### src/rtl/irq_nest_pkg.sv
package irq_nest_pkg;
  localparam int NLVL    = 32;
  localparam int LVL_W   = $clog2(NLVL);
  localparam int CUR_W   = LVL_W + 1;
  localparam int LEG_N   = 16;
  localparam int AUX_N   = 16;
  localparam int AUX_LO  = NLVL - AUX_N;
  localparam int SEC_LO  = 3;
  localparam int SEC_HI  = 10;
  localparam int VEC_W   = 8;
  localparam int VBASE_W = VEC_W - 3;
  localparam logic [CUR_W-1:0] IDLE = CUR_W'(NLVL);

  typedef logic [NLVL-1:0] lvl_vec_t;

  function automatic logic [LVL_W-1:0] lvl_of_irq(input int k);
    if (k == 0)      return LVL_W'(1);
    else if (k == 1) return LVL_W'(2);
    else if (k == 2) return LVL_W'(4);
    else if (k < 8)  return LVL_W'(k + 8);
    else             return LVL_W'(k - 5);
  endfunction

  function automatic logic [3:0] irq_of_lvl(input logic [LVL_W-1:0] l);
    if (l == LVL_W'(1))       return 4'd0;
    else if (l == LVL_W'(2))  return 4'd1;
    else if (l <= LVL_W'(SEC_HI)) return 4'(l + 5);
    else                      return 4'(l - 8);
  endfunction

  function automatic logic is_auto(input logic [LVL_W-1:0] l);
    return (l == '0) || (l >= LVL_W'(AUX_LO));
  endfunction

  function automatic logic is_sec(input logic [LVL_W-1:0] l);
    return (l >= LVL_W'(SEC_LO)) && (l <= LVL_W'(SEC_HI));
  endfunction

  function automatic logic [LVL_W:0] first_set(input lvl_vec_t v);
    logic [LVL_W:0] r;
    r = '0;
    for (int i = NLVL - 1; i >= 0; i--)
      if (v[i]) r = {1'b1, LVL_W'(i)};
    return r;
  endfunction
endpackage

### src/rtl/irq_req_latch.sv
module irq_req_latch
  import irq_nest_pkg::*;
(
  input  logic             clk,
  input  logic             rst_n,
  input  logic [LEG_N-1:0] legacy_req,
  input  logic             nmi_req,
  input  logic [AUX_N-1:0] aux_req,
  input  logic             clr_en,
  input  logic [LVL_W-1:0] clr_lvl,
  output lvl_vec_t         pend
);
  lvl_vec_t req_vec, clr_vec, pend_q;

  always_comb begin
    req_vec    = '0;
    req_vec[0] = nmi_req;
    for (int k = 0; k < LEG_N; k++)
      req_vec[lvl_of_irq(k)] = req_vec[lvl_of_irq(k)] | legacy_req[k];
    for (int a = 0; a < AUX_N; a++)
      req_vec[AUX_LO + a] = aux_req[a];
  end

  always_comb begin
    clr_vec = '0;
    if (clr_en) clr_vec[clr_lvl] = 1'b1;
  end

  always_ff @(posedge clk) begin
    if (!rst_n) pend_q <= '0;
    else        pend_q <= (pend_q & ~clr_vec) | req_vec;
  end

  assign pend = pend_q;

  assert_clear_on_grant_R6: assert property (@(posedge clk) disable iff (!rst_n)
    (clr_en && !req_vec[clr_lvl]) |=> !pend_q[$past(clr_lvl)]);
endmodule

### src/rtl/irq_prio_pick.sv
module irq_prio_pick
  import irq_nest_pkg::*;
(
  input  logic               clk,
  input  logic               rst_n,
  input  lvl_vec_t           pend,
  input  lvl_vec_t           isr,
  input  logic [7:0]         pri_mask,
  input  logic [7:0]         sec_mask,
  input  logic [AUX_N-1:0]   aux_mask,
  input  logic               special_mask,
  input  logic [CUR_W-1:0]   cur_level,
  input  logic               eoi,
  input  logic               wd_tick,
  input  logic               acc,
  output logic               cand_valid,
  output logic [LVL_W-1:0]   cand_lvl,
  output logic               cand_forced
);
  lvl_vec_t lmask, elig, gvec, seen_q, force_q;
  logic [LVL_W:0] f_hit, e_hit;
  logic [3:0] irq;
  logic ok;

  always_comb begin
    lmask = '0;
    for (int l = 1; l < NLVL; l++) begin
      irq = irq_of_lvl(LVL_W'(l));
      if (l >= AUX_LO)  lmask[l] = aux_mask[l - AUX_LO];
      else if (irq[3])  lmask[l] = sec_mask[irq[2:0]] | pri_mask[2];
      else              lmask[l] = pri_mask[irq[2:0]];
    end
  end

  assign elig  = pend & ~(lmask | isr);
  assign f_hit = first_set(elig & force_q);
  assign e_hit = first_set(elig);

  always_comb begin
    if (f_hit[LVL_W]) begin
      cand_lvl    = f_hit[LVL_W-1:0];
      cand_forced = 1'b1;
      ok          = 1'b1;
    end else begin
      cand_lvl    = e_hit[LVL_W-1:0];
      cand_forced = 1'b0;
      ok          = e_hit[LVL_W] && (special_mask || ({1'b0, cand_lvl} < cur_level));
    end
    cand_valid = ok && !eoi;
  end

  always_comb begin
    gvec = '0;
    if (acc) gvec[cand_lvl] = 1'b1;
  end

  for (genvar l = 0; l < NLVL; l++) begin : g_wd
    always_ff @(posedge clk) begin
      if (!rst_n) begin
        seen_q[l]  <= 1'b0;
        force_q[l] <= 1'b0;
      end else begin
        seen_q[l]  <= wd_tick ? (elig[l] && !gvec[l]) : (seen_q[l] && !gvec[l]);
        force_q[l] <= (force_q[l] || (wd_tick && seen_q[l] && elig[l])) && elig[l] && !gvec[l];
      end
    end
  end

  assert_rank_R5: assert property (@(posedge clk) disable iff (!rst_n)
    (cand_valid && !special_mask && !cand_forced) |-> ({1'b0, cand_lvl} < cur_level));
  assert_eligible_R3: assert property (@(posedge clk) disable iff (!rst_n)
    cand_valid |-> (pend[cand_lvl] && !isr[cand_lvl] && !lmask[cand_lvl]));
  assert_cascade_mask_R4: assert property (@(posedge clk) disable iff (!rst_n)
    cand_valid |-> !(pri_mask[2] && is_sec(cand_lvl)));
endmodule

### src/rtl/irq_nest_stack.sv
module irq_nest_stack
  import irq_nest_pkg::*;
#(
  parameter int DEPTH = 32
)(
  input  logic             clk,
  input  logic             rst_n,
  input  logic             acc,
  input  logic [LVL_W-1:0] acc_lvl,
  input  logic             eoi,
  output lvl_vec_t         isr,
  output logic [CUR_W-1:0] cur_level,
  output logic             casc_active
);
  localparam int PTR_W = $clog2(DEPTH);
  localparam int SP_W  = PTR_W + 1;
  localparam logic [SP_W-1:0] SP_FULL = SP_W'(DEPTH);

  logic [CUR_W-1:0] stk [DEPTH];
  logic [SP_W-1:0]  sp_q, sp_d, sp_m1;
  logic [CUR_W-1:0] cur_q, cur_d;
  lvl_vec_t         isr_q, isr_d;
  logic             casc_q, push, pop;

  assign push  = acc && !is_auto(acc_lvl) && (sp_q < SP_FULL);
  assign pop   = eoi && (cur_q != IDLE);
  assign sp_m1 = sp_q - SP_W'(1);

  always_comb begin
    isr_d = isr_q;
    cur_d = cur_q;
    sp_d  = sp_q;
    if (pop) begin
      isr_d[cur_q[LVL_W-1:0]] = 1'b0;
      cur_d = stk[sp_m1[PTR_W-1:0]];
      sp_d  = sp_m1;
    end else if (push) begin
      isr_d[acc_lvl] = 1'b1;
      cur_d = {1'b0, acc_lvl};
      sp_d  = sp_q + SP_W'(1);
    end
  end

  always_ff @(posedge clk) begin
    if (!rst_n) begin
      isr_q  <= '0;
      cur_q  <= IDLE;
      sp_q   <= '0;
      casc_q <= 1'b0;
    end else begin
      isr_q  <= isr_d;
      cur_q  <= cur_d;
      sp_q   <= sp_d;
      casc_q <= |isr_d[SEC_HI:SEC_LO];
    end
  end

  always_ff @(posedge clk) begin
    if (push && !pop) stk[sp_q[PTR_W-1:0]] <= cur_q;
  end

  assign isr         = isr_q;
  assign cur_level   = cur_q;
  assign casc_active = casc_q;

  assert_push_level_R6: assert property (@(posedge clk) disable iff (!rst_n)
    (acc && !is_auto(acc_lvl) && !eoi) |=> (cur_q == {1'b0, $past(acc_lvl)}));
  assert_auto_keep_R7: assert property (@(posedge clk) disable iff (!rst_n)
    (acc && is_auto(acc_lvl) && !eoi) |=> $stable(cur_q));
  assert_idle_eoi_R9: assert property (@(posedge clk) disable iff (!rst_n)
    (eoi && cur_q == IDLE && !acc) |=> (cur_q == IDLE));
  assert_cur_in_service_R9: assert property (@(posedge clk) disable iff (!rst_n)
    (cur_q != IDLE) |-> isr_q[cur_q[LVL_W-1:0]]);
  assert_secondary_cur_R8: assert property (@(posedge clk) disable iff (!rst_n)
    (cur_q >= CUR_W'(SEC_LO) && cur_q <= CUR_W'(SEC_HI)) |-> casc_q);
endmodule

### src/rtl/irq_nest_resolver.sv
module irq_nest_resolver
  import irq_nest_pkg::*;
#(
  parameter int STACK_DEPTH = 32
)(
  input  logic               clk,
  input  logic               rst_n,
  input  logic [LEG_N-1:0]   legacy_req,
  input  logic               nmi_req,
  input  logic [AUX_N-1:0]   aux_req,
  input  logic [7:0]         pri_mask,
  input  logic [7:0]         sec_mask,
  input  logic [AUX_N-1:0]   aux_mask,
  input  logic               special_mask,
  input  logic [VBASE_W-1:0] pri_vbase,
  input  logic [VBASE_W-1:0] sec_vbase,
  input  logic               eoi,
  input  logic               wd_tick,
  input  logic               grant_ready,
  output logic               grant_valid,
  output logic [LVL_W-1:0]   grant_level,
  output logic [VEC_W-1:0]   grant_vector,
  output logic               grant_legacy,
  output logic [CUR_W-1:0]   cur_level,
  output logic               casc_active
);
  lvl_vec_t         pend, isr;
  logic             cand_valid, cand_forced, acc;
  logic [LVL_W-1:0] cand_lvl;
  logic [3:0]       irq;

  assign acc = cand_valid && grant_ready;

  irq_req_latch u_latch (
    .clk(clk), .rst_n(rst_n), .legacy_req(legacy_req), .nmi_req(nmi_req),
    .aux_req(aux_req), .clr_en(acc), .clr_lvl(cand_lvl), .pend(pend)
  );

  irq_prio_pick u_pick (
    .clk(clk), .rst_n(rst_n), .pend(pend), .isr(isr), .pri_mask(pri_mask),
    .sec_mask(sec_mask), .aux_mask(aux_mask), .special_mask(special_mask),
    .cur_level(cur_level), .eoi(eoi), .wd_tick(wd_tick), .acc(acc),
    .cand_valid(cand_valid), .cand_lvl(cand_lvl), .cand_forced(cand_forced)
  );

  irq_nest_stack #(.DEPTH(STACK_DEPTH)) u_stack (
    .clk(clk), .rst_n(rst_n), .acc(acc), .acc_lvl(cand_lvl), .eoi(eoi),
    .isr(isr), .cur_level(cur_level), .casc_active(casc_active)
  );

  always_comb begin
    irq          = irq_of_lvl(cand_lvl);
    grant_legacy = !is_auto(cand_lvl);
    if (grant_legacy)
      grant_vector = {(irq[3] ? sec_vbase : pri_vbase), irq[2:0]};
    else
      grant_vector = '0;
  end

  assign grant_valid = cand_valid;
  assign grant_level = cand_lvl;

  assert_forced_offer_R11: assert property (@(posedge clk) disable iff (!rst_n)
    (cand_forced && !eoi) |-> grant_valid);
endmodule

### config.mk
export PLATFORM = sky130hd
export DESIGN_NAME = irq_nest_resolver
export DESIGN_NICKNAME = d
export VERILOG_FILES = /design/src/rtl/irq_nest_pkg.sv /design/src/rtl/irq_req_latch.sv /design/src/rtl/irq_prio_pick.sv /design/src/rtl/irq_nest_stack.sv /design/src/rtl/irq_nest_resolver.sv
export SDC_FILE = /design/constraint.sdc
export NUM_CORES = 1
export LEC_CHECK = 0
export BUFFER_PORTS_ARGS = -buffer_cell sky130_fd_sc_hd__buf_2
export CAP_MARGIN = 0
export CELL_PAD_IN_SITES_DETAIL_PLACEMENT = 0
export CELL_PAD_IN_SITES_GLOBAL_PLACEMENT = 1
export CORE_ASPECT_RATIO = 1.4
export CORE_MARGIN = 4
export CORE_UTILIZATION = 37
export DETAILED_ROUTE_END_ITERATION = 10
export GPL_ROUTABILITY_DRIVEN = 0
export HOLD_SLACK_MARGIN = 0.03
export PLACE_DENSITY = 0.74
export SKIP_LAST_GASP = 1
export SYNTH_ARGS = -nofsm -noshare
export SYNTH_HDL_FRONTEND = slang
export SYNTH_HIERARCHICAL = 1
export SYNTH_SLANG_ARGS = --single-unit
### constraint.sdc
create_clock -name clk -period 4.5 [get_ports clk]
set_clock_uncertainty 0.15 [all_clocks]
set_input_delay 0.45 -clock clk [delete_from_list [all_inputs] [get_ports clk]]
set_output_delay 0.45 -clock clk [all_outputs]
set_load 0.03 [all_outputs]
# ---- After elaboration in Yosys (flattened, before gate mapping)
# Memory sizes are Yosys's and may differ from the RTL's.
# Cells that the tools add are included.
dict set report classes {
  addsub 4
  order_cmp 8
  eq_ne 3
  n_mux 116
  bitwise 19
  n_reduce_logical 273
}
# cell count
set op_table {}
lappend op_table {{$mux W6} 68}
lappend op_table {{$logic_and A1 B1 Y1} 201}
lappend op_table {{$and A32 B32 Y32} 4}
lappend op_table {{$mux W32} 3}
lappend op_table {{$not A32 Y32} 3}
lappend op_table {{$or A32 B32 Y32} 3}
lappend op_table {{$mux W1} 37}
lappend op_table {{$logic_not A1 Y1} 35}
lappend op_table {{$logic_or A1 B1 Y1} 34}
lappend op_table {{$lt A5 B6 Y1 const B} 2}
lappend op_table {{$mux W4} 3}
lappend op_table {{$demux W1 S5} 2}
lappend op_table {{$ge A5 B1 Y1 const B} 2}
lappend op_table {{$mux W5} 2}
lappend op_table {{$or A1 B1 Y1} 9}
lappend op_table {{$mux W8} 1}
lappend op_table {{$reduce_or A8 Y1} 1}
lappend op_table {{$add A6 B1 Y6 const B} 1}
lappend op_table {{$lt A5 B6 Y1} 1}
lappend op_table {{$lt A6 B6 Y1 const B} 1}
lappend op_table {{$ne A6 B6 Y1 const B} 1}
lappend op_table {{$sub A6 B1 Y6 const B} 1}
lappend op_table {{$eq A5 B1 Y1 const B} 1}
lappend op_table {{$eq A5 B2 Y1 const B} 1}
lappend op_table {{6 further kinds} 6}
dict set report totals {
  ff_bits 141
  ram_bits 192
  input_bits 81
  output_inout_bits 22
  elab_cells 494
  n_memories 1
}
# memory words width rd rd_clocked_by_memory_dff wr line
set memory_table {}
lappend memory_table {u_stack.stk 32 6 1 0 1 irq_nest_stack.sv:19} ;# logic [CUR_W-1:0] stk [DEPTH];

# ---- Logic depth before layout (Yosys ltp)
# Gate-level depths: netlist of the first run.
dict set report depth {
  depth_word 47
  depth_mapped 18
  mapped_depth_nobuf 16
}

# ---- Cells and area by module
# Netlist of the first run, hierarchy kept.
# mod n_inst cells_per_inst area_per_inst_um2 seq_area_each_um2
set by_module_without_submodules {}
lappend by_module_without_submodules {irq_nest_stack 1 629 9864.5 6666.4}
lappend by_module_without_submodules {irq_prio_pick 1 560 4508.1 1281.2}
lappend by_module_without_submodules {irq_req_latch 1 148 1376.3 640.6}
lappend by_module_without_submodules {irq_nest_resolver 1 51 340.3 0.0}

# ---- Least setup slack after synthesis of the first run
# OpenSTA, ideal clock, no wires.
dict set report synth_timing {
  path_type {input-to-output}
  from {input aux_mask[5]}
  to {output grant_vector[0]}
  arrival_ns 4.932
  required_ns 3.900
  slack_ns -1.032
  path_stages 14
  n_path_buf 1
  cell_sequence {or3b_2 -> clkbuf_1 -> a311oi_1 -> and3_1 -> o21ai_0 -> a21oi_1 -> nand2_1 -> nand2_1 -> inv_1 -> ha_1 -> nand3b_1 -> nand2_1 -> nand2_1 -> a2111oi_0}
}
dict set report synth_via {
  elab_chain_len 32
  word_cells_on_any_way 61
  classes_between {2 x add/sub; 2 x order compare; 2 x eq/ne; 49 x mux; 4 x bitwise; 2 x reduce/logical}
}
# element line
set synth_rtl {}
lappend synth_rtl {{start: declaration} irq_nest_resolver.sv:13} ;# input logic [AUX_N-1:0] aux_mask,
lappend synth_rtl {{$or A32 B32 Y32 *} irq_prio_pick.sv:35} ;# assign elig = pend & ~(lmask | isr);
lappend synth_rtl {{$not A32 Y32 *} irq_prio_pick.sv:35}
lappend synth_rtl {{$and A32 B32 Y32 *} irq_prio_pick.sv:35}
lappend synth_rtl {{$and A32 B32 Y32} irq_prio_pick.sv:36} ;# assign f_hit = first_set(elig & force_q);
lappend synth_rtl {{$mux W6 (22 in a row)} irq_nest_pkg.sv:43} ;# if (v[i]) r = {1'b1, LVL_W'(i)};
lappend synth_rtl {{$mux W5 *} irq_prio_pick.sv:40} ;# if (f_hit[LVL_W]) begin
lappend synth_rtl {{named net grant_level[0]} irq_nest_resolver.sv:21} ;# output logic [LVL_W-1:0] grant_level,
lappend synth_rtl {{$sub A4 B4 Y4, or another cell as far along} irq_nest_pkg.sv:28} ;# else return 4'(l - 8);
lappend synth_rtl {{$mux W4} irq_nest_pkg.sv:27} ;# else if (l <= LVL_W'(SEC_HI)) return 4'(l + 5);
lappend synth_rtl {{$mux W4} irq_nest_pkg.sv:26} ;# else if (l == LVL_W'(2)) return 4'd1;
lappend synth_rtl {{$mux W4} irq_nest_pkg.sv:25} ;# if (l == LVL_W'(1)) return 4'd0;
lappend synth_rtl {{$mux W8 *} irq_nest_resolver.sv:54} ;# if (grant_legacy)
lappend synth_rtl {{end: declaration} irq_nest_resolver.sv:22} ;# output logic [VEC_W-1:0] grant_vector,
# The timed path passes the listed nets; every way through them passes the cells marked *.

# ---- Worst setup path after layout of the first run
dict set report layout_timing {
  from {register u_stack.isr_q[28], in the netlist u_stack/isr[28]}
  to {output grant_vector[6]}
}
dict set report layout_via {
  elab_chain_len 40
  word_cells_on_any_way 76
  classes_between {2 x add/sub; 2 x order compare; 2 x eq/ne; 64 x mux; 4 x bitwise; 2 x reduce/logical}
}
# element line
set layout_rtl {}
lappend layout_rtl {{start: declaration} irq_nest_stack.sv:22} ;# lvl_vec_t isr_q, isr_d;
lappend layout_rtl {{start signal: assignment} irq_nest_stack.sv:51} ;# isr_q <= isr_d;
lappend layout_rtl {{$or A32 B32 Y32 *} irq_prio_pick.sv:35}
lappend layout_rtl {{$not A32 Y32 *} irq_prio_pick.sv:35}
lappend layout_rtl {{$and A32 B32 Y32 *} irq_prio_pick.sv:35}
lappend layout_rtl {{$and A32 B32 Y32} irq_prio_pick.sv:36}
lappend layout_rtl {{$mux W6 (29 in a row)} irq_nest_pkg.sv:43}
lappend layout_rtl {{$mux W5 *} irq_prio_pick.sv:40}
lappend layout_rtl {{$sub A4 B4 Y4, or another cell as far along} irq_nest_pkg.sv:28}
lappend layout_rtl {{$mux W4} irq_nest_pkg.sv:27}
lappend layout_rtl {{$mux W4} irq_nest_pkg.sv:26}
lappend layout_rtl {{$mux W4} irq_nest_pkg.sv:25}
lappend layout_rtl {{$mux W5} irq_nest_resolver.sv:55} ;# grant_vector = {(irq[3] ? sec_vbase : pri_vbase), irq[2:0]};
lappend layout_rtl {{$mux W8 *} irq_nest_resolver.sv:54}
# Every way passes the cells marked *; elsewhere a longest branch is shown, timed or not.

==> results of run 1 <==
-- power by group through the flow --
stage | sequential, mW | combinational [mW] | clock, mW
2_1_floorplan | 3.73 | 2.78 | 0
3_3_place_gp | 3.70 | 3.95 | 0
3_5_place_dp | 3.70 | 4.00 | 0
4_1_cts | 3.64 | 4.04 | 2.82
5_1_grt | 3.65 | 4.34 | 2.95
6_report | 3.64 | 4.06 | 2.75
-- routing by layer --
metal	GRT usage, %	vias up
met2	37.4	382
met1	24.4	6107
met4	8.10	0
li1	-	5735
met3	2.80	90
met5	0	-
-- critical path, stage by stage (launching register included) --
cell	delay [ps]
dfxtp_1	320
buf_4	140
nor4bb_1	370
buf_4	200
a21bo_2	120
a31oi_1	50
o21ai_0	340
a21boi_2	120
o21ai_2	170
nand2_2	90
buf_4	150
buf_4	200
nor2b_1	130
o21ai_1	80
a21oi_2	260
buf_12	160
mux2i_1	180
buf_4	180
-- worst min-delay path by stage --
| stage | endpoint | slack, ps | cells after the start |
|---|---|---|---|
| 2_1_floorplan | u_stack/isr[20] | 270 | 2 |
| 3_3_place_gp | u_stack/isr[21] | 280 | 2 |
| 3_5_place_dp | u_stack/isr[27] | 280 | 2 |
| 4_1_cts | u_latch/pend[15] | 40 | 3 |
| 5_1_grt | u_latch/pend[16] | 50 | 3 |
| 6_report | u_latch/pend[15] | 60 | 3 |
-- flip-flops by register name, summed over array words and instances, names as in the netlist --
name,cells
u_stack/cur_level,6
u_pick/force_q,32
u_stack/sp_q,6
u_pick/seen_q,32
u_stack/casc_active,1
u_latch/pend,32
u_stack/isr,32
u_stack/stk,192
-- cells by family (layout without fill, tap and decap cells) --
group / after synthesis / count (layout)
flops: 333 / 333
compound gates: 360 / 360
buf+inv: 126 / 363
mux: 79 / 79
other cells: 0 / 1
fa+ha+maj: 13 / 13
xor+xnor: 9 / 9
simple gates: 468 / 468
-- repair_timing --
| action | in CTS | in global routing |
|---|---|---|
| pin swaps | 3 | 23 |
| endpoints found under the setup margin | 8 | 175 |
| hold buffers | 7 | 0 |
| setup buffers | 0 | 5 |
| resized for setup | 27 | 47 |
| hold endpoints to repair | 7 | 0 |
-- cells in the final DEF (no fill, tap or decap), types with 7 or more instances in the layout --
cell type and n:
edfxtp_1 192, buf_4 156, dfxtp_1 138, nand2_1 125, a21oi_1 112, nor2_1 105
buf_2 95, o21ai_0 69, mux4_2 42, inv_1 39, clkbuf_16 36, a31oi_1 29
nor2_4 28, nand3_1 24, nor3b_1 19, mux2_2 17, or3b_2 15, nor2b_1 12
mux2i_1 12, a41oi_1 11, nor3_1 10, ha_1 10, and2_1 10, o211ai_1 9
a221oi_2 9, a221oi_1 9, nand3b_1 8, nor4bb_1 8, or4bb_1 8, dlygate4sd3_1 7
a21o_1 7, a211oi_1 7, mux4_1 7
-- through the flow --
stage	setup WS [ps]	hold WS [ps]	power (mW)	setup TNS [ps]
2_1_floorplan	-53.6	265	6.51	-4460
3_3_place_gp	-84.1	275	7.65	-3190
3_5_place_dp	-172	280	7.70	-18180
4_1_cts	9.78	36.4	10.5	0
5_1_grt	-28.7	54.5	10.9	-238
6_report	120	57.7	10.5	0
-- cell type report --
type,instances,area share (%)
clock buffers,44,4.85
clock inverters,16,0.607
repair buffers,263,9.13
well taps,552,3.49
diodes,1,0.0126
inverters,40,0.758
flip-flops and latches,333,43.4
multi-input cells,929,37.8
==> run metrics, run 1 <==
Seq/Total Area, Yosys 53.4%; count leader, synth edfxtp_1; Avg Synthesized Cell Area between 10 and 15 um2; Reg-to-Reg Start u_stack/isr[29]; Vias around 12,000; Clock transition at path regs 60 ps; critical path class register to output pin; mux contribution to synthesized area 9.05%; Area contributors post-synth edfxtp_1 36%, dfxtp_1 18%, mux4_2 5.9%; Initial Util 37.4%; Yosys top cell area share between 30% and 40%; Post-synth top flop edfxtp_1; chip width about 180 um; synth cell count leaders 192 x edfxtp_1, 141 x dfxtp_1, 131 x nor2_1, 130 x nand2_1, 114 x a21oi_1; IO buf count 102; Slew headroom around 27%; Num Clock Sinks between 300 and 400; max cap viols 0; Yosys cell types 109; Yosys Warn Count 6; die height 255 um; Leak 7.15 nW; Multi-input gate area 7480 um2; Seq. cell area roughly 8600 um2; DP Wirelength 35,100 um; Filler cells between 3,000 and 4,000; area leader, netlist edfxtp_1; synthesis-to-finish area growth 23.1%; drc violations 0; Worst VDD drop roughly 0.34 mV; CP startpoint kind register; vias in the first global route 12,200; largest net degree at the start of global routing 80; Num CTS Buffers 35; first-pass GRT wire length around 74,000 um; critical path peak fanout 19; Worst-Skew Late Latency 530 ps; Routed Wire Length 49,600 um; min-delay src legacy_req[7]; Avg Vias per Cell between 5 and 6; CTS tree done; Layout Utilization between 40% and 50%; Hold Crit Class input port to register; switching power around 3.8 mW; Reg2Reg Setup Slack about 160 ps; Post-Synth XOR/XNOR Area 0.653%; fmax 228 MHz; FF+latch count, synth 333; drt initial violations 785; Internal 6.68 mW; fin nets 1,696; share of post-route cells with drive strength above 1 32.4%; syn nets 1,482; Inst Count DP 2,105; CTS root buf clkbuf_16; Critical Path AT 3780 ps; gr ovfl total 0; Compound-Gate Fraction of Synth Area 15.7%; Mapped Area ~16,000 um2; # rows 90; synthesized-area fraction occupied by adder cells 1.01%; main combinational cell family by area after synthesis simple AND/OR/NAND/NOR gates; Worst-Margin Slew 1090 ps; final critical-path share of the clock period 97.3%; crit end category output pin; fin area slightly below 20,000 um2; Sequential Power Share 34.8%; CP Data Required Time 3900 ps; final setup vio count 0; H-Tree Level Count 2; max-slew violation count 0; worst reg2reg path depth 16; combinational power share 38.9%; clk buf depth 3; core area 43,000 um2; Routed Antenna Nets 0; Final Non-Filler Cells roughly 2,200; worst r2r dst u_stack/stk[0][2]; Mapped Cells ~1,400; Clock Power Share 26.3%; Ports 103; pwr/cell area 528 nW/um2; Worst Setup SP u_stack/isr[28]; final hold viol count 0; dpl cell area 18,200 um2; status complete, no violations; wl on met1 19,300 um; share of synthesized cell area in and, or, nand and nor gates 16.1%; met2 routed WL roughly 26,000 um; first-pass detailed-route iteration total 7; Sw Share 36.1%; worst setup path endpoint grant_vector[6]; routed wire length per instance 22.8 um; total length of routed met3 wires ~2100 um; setup repair after global routing missed its margin yes; area of the die 46,900 um2; initial antenna violation count 1; Post-synth EDFFs ~190; All-Layer GR Usage 20.5%; DR top layer met4; Async SR Flop Fraction 0%; crit path time final 4380 ps
(Power assumes the default switching activity.)
==> run 2: changes to the inputs <==
--- a/config.mk
+++ b/config.mk
@@ -15,7 +15,7 @@
 export DETAILED_ROUTE_END_ITERATION = 10
 export GPL_ROUTABILITY_DRIVEN = 0
 export HOLD_SLACK_MARGIN = 0.03
-export PLACE_DENSITY = 0.74
+export PLACE_DENSITY_LB_ADDON = 0.2
 export SKIP_LAST_GASP = 1
 export SYNTH_ARGS = -nofsm -noshare
 export SYNTH_HDL_FRONTEND = slang
==> run metrics, run 2 (same netlist as run 1, synthesis figures left out) <==
status complete, no violations; CP startpoint kind register; Worst-Skew Late Latency 530 ps; Clock Power Share between 20% and 30%; Routed Antenna Nets 0; Num CTS Buffers 36; Clock transition at path regs 60 ps; CP Data Required Time around 3900 ps; Filler cells 3,990; final setup vio count 0; Sequential Power Share roughly a third; core area around 43,000 um2; Num Clock Sinks approximately 330; setup repair after global routing missed its margin yes; area of the die 46,900 um2; CTS tree done; Slew headroom roughly 29%; crit path time final 4400 ps; max cap viols 0; Reg-to-Reg Start u_stack/isr[29]; fmax approximately 230 MHz; min-delay src legacy_req[4]; Critical Path AT 3800 ps; first-pass detailed-route iteration total 5; # rows 90; Leak 7.22 nW; clk buf depth 3; critical path class register to output pin; Diodes inserted 0; Avg Vias per Cell 5.64; gr ovfl total 0; die height 255 um; H-Tree Level Count 2; Power Total 10.9 mW; Initial Util 37.4%; combinational power share 38.1%; Internal around 7 mW; All-Layer GR Usage a little over a fifth; Reg2Reg Setup Slack 180 ps; vias in the first global route 12,400; Worst VDD drop 0.379 mV; fin area 20,000 um2; crit-path cells buf_4, or4b_2, o21ai_1, a21oi_1, o21ai_1, a21oi_1, buf_4, nand2_1, nand2_2, buf_4, ha_2, nor2_1, a311oi_2, a21oi_2, buf_6, mux2i_1, buf_4; pwr/cell area 545 nW/um2; switching power 3.90 mW; CTS root buf clkbuf_16; DP Wirelength ~36,000 um; worst reg2reg path depth 16; chip width approximately 180 um; Ports between 100 and 150; fin nets about 1,700; IO buf count 102; Hold Path Depth 3; synthesis-to-finish area growth 24.1%; Sw Share a little over a third; largest net degree at the start of global routing 71; CP delay by family, top simple AND/OR/NAND/NOR gates; Hold Crit Class input port to register; Worst-Margin Slew roughly 1100 ps; worst r2r dst u_stack/stk[12][5]; crit end category output pin; max-slew violation count 0; final hold viol count 0; first-pass GRT wire length 76,000 um; commonest non-fill, non-tap cell in the layout edfxtp_1; critical path peak fanout 5; max FFs per register 192; final critical-path share of the clock period between 90% and 100%; initial antenna violation count 0; critical path's largest stage delay about 670 ps; dpl cell area 18,300 um2; drt initial violations 672; most frequent cells in the layout 192 x edfxtp_1, 155 x buf_4, 137 x dfxtp_1; Worst path most repeated cell buf_4; Routed Wire Length 51,400 um; WHS Endpoint u_latch/pend[12]; Vias 12,300; share of post-route cells with drive strength above 1 32.7%; Buf/Inv on CP 5; routed wire length per instance about 24 um; Slowest-stage cell, CP or4b_2; drc violations 0
run 2: changes by cell type in the layout (fill, tap and decap cells not counted), sizes merged:
cell      delta
inv          +3
clkinvlp     +4
clkbuf       -1
buf          +6
clkinv       -8
diode        -1
bufinv       +5
run 2: cell type report:
class	count	area [um2]	share of cell area, %
Sequential cell	333	8600	43.0
Multi-Input combinational cell	929	7390	37.0
Tap cell	552	691	3.46
Clock inverter	20	284	1.42
Clock buffer	43	948	4.75
Inverter	40	150	0.752
Timing Repair Buffer	269	1910	9.56
run 2: worst max path at each step:
stage,from,to,slack [ps],cells after the start
after floorplan,pri_mask[2],u_stack/stk[28][0],-50,17
after global placement,pri_mask[2],u_stack/stk[22][4],-180,19
after global routing,u_stack/isr[8],grant_vector[3],-60,17
after detailed placement,pri_mask[2],u_stack/stk[22][0],-290,19
final,u_stack/isr[4],grant_vector[3],100,17
after CTS,u_stack/isr[29],grant_vector[3],1,16
run 2: power by group through the flow:
stage	clock, mW	combinational (mW)	sequential [mW]
after floorplan	0	2.78	3.73
after global placement	0	4.09	3.67
after detailed placement	0	4.10	3.67
after CTS	3.20	4.14	3.61
after global routing	3.32	4.46	3.62
final	3.14	4.15	3.61
run 2: worst min-delay path, stage by stage:
cell and delay, ps:
buf_2 100, inv_1 40, a41oi_1 90
run 2: per-layer routing:
layer,routed length [um],GRT usage (%),vias up
met3,1630,2.28,95
met1,20500,25.3,6157
li1,-,-,5762
met2,27300,39.2,309
met5,0,0,-
met4,1960,8.29,0
run 2: what timing repair did:
action | CTS | global route
cloned | 0 | 1
hold buffers | 7 | 0
hold endpoints to repair | 7 | 0
pin swaps | 4 | 14
endpoints found under the setup margin | 135 | 184
gates resized for setup | 36 | 32
buffers inserted | 0 | 5
run 2: stage by stage:
| stage | TNS (ps) | util [%] | cells | hold slack (ps) | worst slack (ps) |
|---|---|---|---|---|---|
| final | 0 | 46.4 | 2186 | 48.4 | 95.5 |
| after global routing | -87.1 | 46.4 | 2186 | 55.1 | -57.3 |
| after CTS | 0 | 46.0 | 2180 | 32.2 | 1.28 |
| after detailed placement | -44470 | 42.6 | 2110 | 283 | -291 |
| after global placement | -21280 | 42.6 | 2110 | 280 | -180 |
| after floorplan | -4460 | - | 1388 | 265 | -53.6 |
